===== src/rtl/cycnt_bridge_pkg.sv =====
package cycnt_bridge_pkg;

    // Ready count encoding seen by the processor
    typedef enum logic [1:0] {
        RDY_NOW     = 2'd0,
        RDY_NEXT    = 2'd1,
        RDY_UNKNOWN = 2'd3
    } rdy_cnt_e;

    // Transfer tracking state
    typedef struct packed {
        logic pend;    // transfer still stalled by the slave
        logic is_rd;   // kind of the pending transfer
    } xfer_state_t;

endpackage


===== src/rtl/cycnt_xfer_ctl.sv =====
module cycnt_xfer_ctl
    import cycnt_bridge_pkg::*;
(
    input  logic clk,
    input  logic rst,
    input  logic cpu_rd,
    input  logic cpu_wr,
    input  logic bus_wait,
    output logic first,
    output logic active,
    output logic done,
    output logic done_rd,
    output logic bus_rd,
    output logic bus_wr
);

    xfer_state_t st_d, st_q;
    logic        cur_rd;

    always_comb begin
        st_d   = st_q;
        first  = !rst && !st_q.pend && (cpu_rd || cpu_wr);
        cur_rd = st_q.pend ? st_q.is_rd : cpu_rd;   // read wins on a double strobe
        active = first || (st_q.pend && !rst);
        done   = active && !bus_wait;
        done_rd = done && cur_rd;
        bus_rd = active && cur_rd;
        bus_wr = active && !cur_rd;

        if (first && bus_wait) begin
            st_d.pend  = 1'b1;
            st_d.is_rd = cpu_rd;
        end
        if (st_q.pend && !bus_wait) begin
            st_d.pend = 1'b0;
        end
    end

    always_ff @(posedge clk) begin
        if (rst) begin
            st_q <= '0;
        end else begin
            st_q <= st_d;
        end
    end

    assert_rd_held_R3: assert property (@(posedge clk) disable iff (rst)
        (bus_rd && bus_wait) |=> bus_rd);
    assert_wr_held_R3: assert property (@(posedge clk) disable iff (rst)
        (bus_wr && bus_wait) |=> bus_wr);
    assert_ignore_R8: assert property (@(posedge clk) disable iff (rst)
        (active && bus_wait) |=> !first);

endmodule


===== src/rtl/cycnt_hold_mux.sv =====
module cycnt_hold_mux #(
    parameter int W = 32
) (
    input  logic         clk,
    input  logic         rst,
    input  logic         capture,
    input  logic [W-1:0] live,
    output logic [W-1:0] bus_val
);

    logic [W-1:0] hold_d, hold_q;

    always_comb begin
        hold_d  = capture ? live : hold_q;
        bus_val = capture ? live : hold_q;   // first cycle is a pass-through
    end

    always_ff @(posedge clk) begin
        if (rst) begin
            hold_q <= '0;
        end else begin
            hold_q <= hold_d;
        end
    end

endmodule


===== src/rtl/cycnt_rd_latch.sv =====
module cycnt_rd_latch #(
    parameter int DW = 32
) (
    input  logic          clk,
    input  logic          rst,
    input  logic          take,
    input  logic [DW-1:0] din,
    output logic [DW-1:0] dout
);

    logic [DW-1:0] data_d, data_q;

    always_comb begin
        data_d = take ? din : data_q;
        dout   = data_q;
    end

    always_ff @(posedge clk) begin
        if (rst) begin
            data_q <= '0;
        end else begin
            data_q <= data_d;
        end
    end

endmodule


===== src/rtl/cycnt_avmm_bridge.sv =====
module cycnt_avmm_bridge
    import cycnt_bridge_pkg::*;
#(
    parameter int AW = 24,
    parameter int DW = 32
) (
    input  logic          clk,
    input  logic          rst,
    input  logic [AW-1:0] cpu_addr,
    input  logic [DW-1:0] cpu_wdata,
    input  logic          cpu_rd,
    input  logic          cpu_wr,
    output logic [DW-1:0] cpu_rdata,
    output logic [1:0]    cpu_ready_cnt,
    output logic [AW-1:0] bus_address,
    output logic [DW-1:0] bus_writedata,
    output logic          bus_read,
    output logic          bus_write,
    input  logic [DW-1:0] bus_readdata,
    input  logic          bus_waitrequest
);

    localparam int HW = AW + DW;

    logic          first, active, done, done_rd;
    logic [HW-1:0] hold_out;
    rdy_cnt_e      rdy;

    cycnt_xfer_ctl i_ctl (
        .clk     (clk),
        .rst     (rst),
        .cpu_rd  (cpu_rd),
        .cpu_wr  (cpu_wr),
        .bus_wait(bus_waitrequest),
        .first   (first),
        .active  (active),
        .done    (done),
        .done_rd (done_rd),
        .bus_rd  (bus_read),
        .bus_wr  (bus_write)
    );

    cycnt_hold_mux #(.W(HW)) i_hold (
        .clk    (clk),
        .rst    (rst),
        .capture(first),
        .live   ({cpu_addr, cpu_wdata}),
        .bus_val(hold_out)
    );

    assign bus_address   = hold_out[HW-1:DW];
    assign bus_writedata = hold_out[DW-1:0];

    cycnt_rd_latch #(.DW(DW)) i_rdl (
        .clk (clk),
        .rst (rst),
        .take(done_rd),
        .din (bus_readdata),
        .dout(cpu_rdata)
    );

    always_comb begin
        if (!active)         rdy = RDY_NOW;
        else if (done)       rdy = RDY_NEXT;
        else                 rdy = RDY_UNKNOWN;
    end
    assign cpu_ready_cnt = rdy;

    assert_excl_R9: assert property (@(posedge clk) disable iff (rst)
        !(bus_read && bus_write));
    assert_hold_R2: assert property (@(posedge clk) disable iff (rst)
        ((bus_read || bus_write) && bus_waitrequest)
        |=> ($stable(bus_address) && $stable(bus_writedata)));
    assert_cnt_wait_R4: assert property (@(posedge clk) disable iff (rst)
        ((bus_read || bus_write) && bus_waitrequest) |-> (cpu_ready_cnt == 2'd3));
    assert_cnt_done_R5: assert property (@(posedge clk) disable iff (rst)
        ((bus_read || bus_write) && !bus_waitrequest) |-> (cpu_ready_cnt == 2'd1));
    assert_rdata_R7: assert property (@(posedge clk) disable iff (rst)
        (bus_read && !bus_waitrequest) |=> (cpu_rdata == $past(bus_readdata)));

endmodule


===== config.mk =====
export PLATFORM = sky130hd
export DESIGN_NAME = cycnt_avmm_bridge
export DESIGN_NICKNAME = d
export VERILOG_FILES = /design/src/rtl/cycnt_bridge_pkg.sv /design/src/rtl/cycnt_xfer_ctl.sv /design/src/rtl/cycnt_hold_mux.sv /design/src/rtl/cycnt_rd_latch.sv /design/src/rtl/cycnt_avmm_bridge.sv
export SDC_FILE = /design/constraint.sdc
export NUM_CORES = 1
export LEC_CHECK = 0
export CAP_MARGIN = 10
export CORE_ASPECT_RATIO = 1.2
export CORE_MARGIN = 2
export CORE_UTILIZATION = 25
export DETAILED_ROUTE_END_ITERATION = 10
export HOLD_SLACK_MARGIN = 0.12
export PLACE_DENSITY = 0.59
export SLEW_MARGIN = 10
export SYNTH_ARGS = -nofsm -noshare
export SYNTH_HDL_FRONTEND = slang
export SYNTH_SLANG_ARGS = --single-unit

===== constraint.sdc =====
create_clock -name clk -period 2.55 [get_ports clk]
set_clock_uncertainty 0.05 [all_clocks]
set_input_delay 0.255 -clock clk [delete_from_list [all_inputs] [get_ports clk]]
set_output_delay 0.255 -clock clk [all_outputs]
set_load 0.01 [all_outputs]

Word level (Yosys, flattened, before mapping). Index checks and enable logic that the tools add are counted.

Muxes and demuxes: 4. Reduce and logical (&&, ||, !) cells: 16.

Operators by type and width (count): 56-bit 2-to-1 mux (1); 1-bit logical AND (9); 1-bit logical NOT (4); 2-bit 2-to-1 mux (2); 1-bit logical OR (2); 2-bit OR reduction (1); 1-bit 2-to-1 mux (1).

Register bits: 90. Bits of input ports: 93. Output and inout port bits: 92. Word-level logic and storage cells: 24.

Logic depth before layout (Yosys ltp).
Depth in word-level cells: 7. Gate-level depth with buffers: 6. Mapped depth without buffers: 3.

By module. From an unflattened synthesis, not the netlist that was laid out.

Cell total of the unflattened synthesis: 304. Area, all modules: 3671.0 um^2.

Modules (own cells, without submodules): cycnt_hold_mux (times used 1, cells an instance 180, area an instance 2336.0 um^2, seq. area each 1121.1 um^2); cycnt_rd_latch (times used 1, cells an instance 103, area an instance 1163.6 um^2, seq. area each 640.6 um^2); cycnt_xfer_ctl (times used 1, cells an instance 19, area an instance 150.1 um^2, seq. area each 40.0 um^2); cycnt_avmm_bridge (times used 1, cells an instance 2, area an instance 21.3 um^2, seq. area each 0.0 um^2).

Worst setup path before layout. OpenSTA, ideal clock, no wires.

Kind: reg2out. Start point: register i_ctl.st_q[1] (netlist bit). End point: output port bus_write. Arrival: 1.250 ns. Data required time: 2.245 ns. Path slack: 0.995 ns. Cell stages (with the launch flop): 4. Path buffers: 1. Cells stage by stage: dfxtp_1 mux2_2 buf_2 nor3_1.

Cells in the longest elaborated chain, start to end: 5. Elaborated cells on any way between the ends: 8. Those cells by class: mux: 1; reduce/logical: 7.

Ends and longest elaborated chain: from (decl) (line cycnt_xfer_ctl.sv:17) `xfer_state_t st_d, st_q;`; from (signal assigned) (line cycnt_xfer_ctl.sv:43) `st_q <= st_d;`; 1-bit logical NOT (line cycnt_xfer_ctl.sv:22) `first = !rst && !st_q.pend && (cpu_rd || cpu_wr);`; 1-bit logical AND (2 in series) (line cycnt_xfer_ctl.sv:22); 1-bit logical OR (line cycnt_xfer_ctl.sv:24) `active = first || (st_q.pend && !rst);`; 1-bit logical AND * (line cycnt_xfer_ctl.sv:28) `bus_wr = active && !cur_rd;`; to (decl) (line cycnt_avmm_bridge.sv:18) `output logic bus_write,`.

Every way passes the cells marked *; elsewhere a longest branch is shown, timed or not.

Worst setup path in the final report.
Start point: register i_ctl.st_q[1] (netlist bit). End point: output port bus_writedata[11].

Cells in the longest elaborated chain, start to end: 4.

Ends and longest elaborated chain: 1-bit logical NOT (line cycnt_xfer_ctl.sv:22); 1-bit logical AND (2 in series) (line cycnt_xfer_ctl.sv:22); 56-bit 2-to-1 mux (line cycnt_hold_mux.sv:15) `bus_val = capture ? live : hold_q;`; to (decl) (line cycnt_avmm_bridge.sv:16) `output logic [DW-1:0] bus_writedata,`.

No other way between the ends.

==> impl_metrics.ini <==
[status]
status = complete, no violations

[detailed_routing]
dr.pass1.iters = 4
routed_wl_um = 11880
vias_per_cell = 4.702
wire_per_inst_um = 14.00
drc = 0
dr.first_iter.drc_count = 146
vias = 3987
ant_nets = 0

[min_path]
hold_path_class = in2reg
worstHoldPathCells = 3
hp-start = rst

[synth]
synth_edf_count = 0
synth_top_cell_by_area = dfxtp_1
ys_warn_count = 0
synth_seq_cells = 90
postSynthAreaPerCell_sq_um = 7.904
ys_types = 23
syn_inst = 476
ys_top_cells_by_area = dfxtp_1 (48%), nand3_1 (12%), nand2_1 (8.9%)
synth_top_area_share_pct = 47.89
synth_top_flop_cell = dfxtp_1
async_reset_ff_share_pct = 0
ys_seq_area_share_pct = 47.89
syn-num-nets = 569
synth_area_sq_mm = 0.003762

[critical_path]
critPathMaxFanout = 21
cp_cell_sequence = or2_2 > buf_4 > o21ai_0 > nand2_1 > clkdlybuf4s50_1
required_ns = 2.25
cp.buffers_inverters = 2
cp.depth = 5
cp_data_arrival_time_ns = 2.09
r2r-start = i_ctl.st_q[1]
max_stage_delay_ns = 0.49
critical_path_class = reg2out
r2r_cells = 4
crit_family = buffers and inverters
crit_path_top_delay_cell = clkdlybuf4s50_1
crit_path_start = i_ctl.st_q[1]
start_kind = flop
end_kind = output port

[die]
rows = 49
die-area_sq_mm = 0.01605
core_area_sq_mm = 0.01484
fp.dieW_um = 116.0
start_util_pct = 25.36
die_h_um = 138.4
io_pins = 185

[timing]
tightest_slew_ns = 0.7262
post-route-period-util_pct = 93.82
slew_violations = 0
relSlewSlack_pct = 51.47
fin_crit_ns = 2.393
setup_viol = 0
hold_viol_final = 0
max_freq_mhz = 418.0
tns_ns = 0
rsz0062_at_grt = false

[finish]
layout_common_cells = clkdlybuf4s50_1 (183), nand3_1 (89), nand2_1 (89), dfxtp_1 (89), a21oi_1 (56)
final_cell_area_sq_mm = 0.006118
final_common_cell = clkdlybuf4s50_1
seqCellArea_sq_mm = 0.001803
syn_to_final_growth_pct = 62.62
fill_cells = 1528
multi_input_area_sq_mm = 0.001724
drive_above_1_share_pct = 7.764
final_nets = 732
diodes = 0

[cts]
insertion_delay_ns = 0.35
cts_buffers = 9
cts.sinks = 90
cts_tree = yes
holdBufCountCts = 0
clockBufferDepth = 2
htreeDepth = 3
clkTransAtPathRegs_ns = 0.06
cts_root_buf = clkbuf_16

[grt]
antenna_found_initial = 0
grt_overflow = 0
grt_pass1_vias = 3847
grt_max_degree = 54
grtUsageTotal_pct = 14.65
grt_pass1_wl_um = 18860

[pwr]
peakVddDrop_uv = 269.1
total_leakage_power_nw = 2.525
power.density_mw_per_mm2 = 606.3

[placement]
portBuffers = 184
gp_congestion = 0.7463
postPlaceCellArea_sq_mm = 0.005778
dpl.hpwl_um = 8462

[run]
maxCapViolations = 0
[metrics by stage]
step | power [mW] | hold slack, ns | setup slack [ns] | util [%] | instances
floorplan | 1.866 | 0.3280 | 0.9952 | - | 476
global placement | 2.289 | 0.3994 | 0.2303 | 38.94 | 832
detailed placement | 2.295 | 0.4080 | 0.2002 | 38.94 | 832
CTS | 3.759 | 0.3657 | 0.002706 | 41.17 | 848
global route | 3.904 | 0.3651 | 0.06505 | 41.24 | 848
finish | 3.710 | 0.3753 | 0.1575 | 41.24 | 848
[area by class of cell]
| type | instances | share of cell area [%] |
|---|---|---|
| timing repair buffer | 200 | 32.66 |
| sequential | 90 | 29.47 |
| multi-input combinational | 336 | 28.18 |
| clock buffer | 12 | 4.192 |
| tap | 204 | 4.172 |
| clock inverter | 4 | 1.207 |
| inverter | 2 | 0.1227 |
[cells by family after synthesis]
family          count (synthesis)  synth area share (%)
simple gates                  189                 22.12
compound gates                145                 22.51
flops                          90                 47.89
buf+inv                        50                 6.817
mux                             2                0.6650
[synthesized netlist by cell type, types with 2 or more instances]
cell,number
a21oi_1,56
buf_1,3
buf_2,16
buf_4,4
buf_6,4
clkbuf_1,18
clkbuf_2,3
dfxtp_1,90
inv_1,2
nand2_1,89
nand3_1,89
nor2_1,5
nor3_1,3
o211ai_1,32
o21ai_0,16
o21ai_1,30
o21ai_2,10
[registers in the layout, summed over array words and instances (netlist names)]
signal         cells
i_ctl.st_q         2
i_hold.hold_q     56
i_rdl.dout        32
[worst paths after layout]
kind                       endpoint  slack (ns)
hold reg to reg   i_hold.hold_q[22]        0.41
hold / removal    i_hold.hold_q[31]        0.38
setup / recovery  bus_writedata[11]        0.16
setup reg to reg  i_hold.hold_q[11]        1.09
[metal layers]
layer | GRT usage, % | up-vias | share of wire [%]
met2 | 23.27 | 132 | 47
met4 | 4.762 | 0 | 1.3
met3 | 6.927 | 10 | 9.8
met1 | 17.39 | 1851 | 42
met5 | 0 | - | 0
li1 | - | 1994 | -
[what timing repair did]
action | 4_1_cts | 5_1_grt
resized for setup | 0 | 14
setup buffers | 0 | 0
endpoints found under the setup margin | 0 | 43
[tightest hold or removal path: cells and delay by family]
family	cells	cell delay, ns
AO/OA/AOI/OAI	1	0.14
buffers and inverters	2	0.33
[report_power, final]
part	total (mW)	switching [mW]	internal [mW]	leakage (nW)
combinational	0.750	0.351	0.399	1.63
sequential	1.51	0.0293	1.48	0.737
clock	1.45	0.535	0.912	0.163
(Power assumes the default switching activity.)
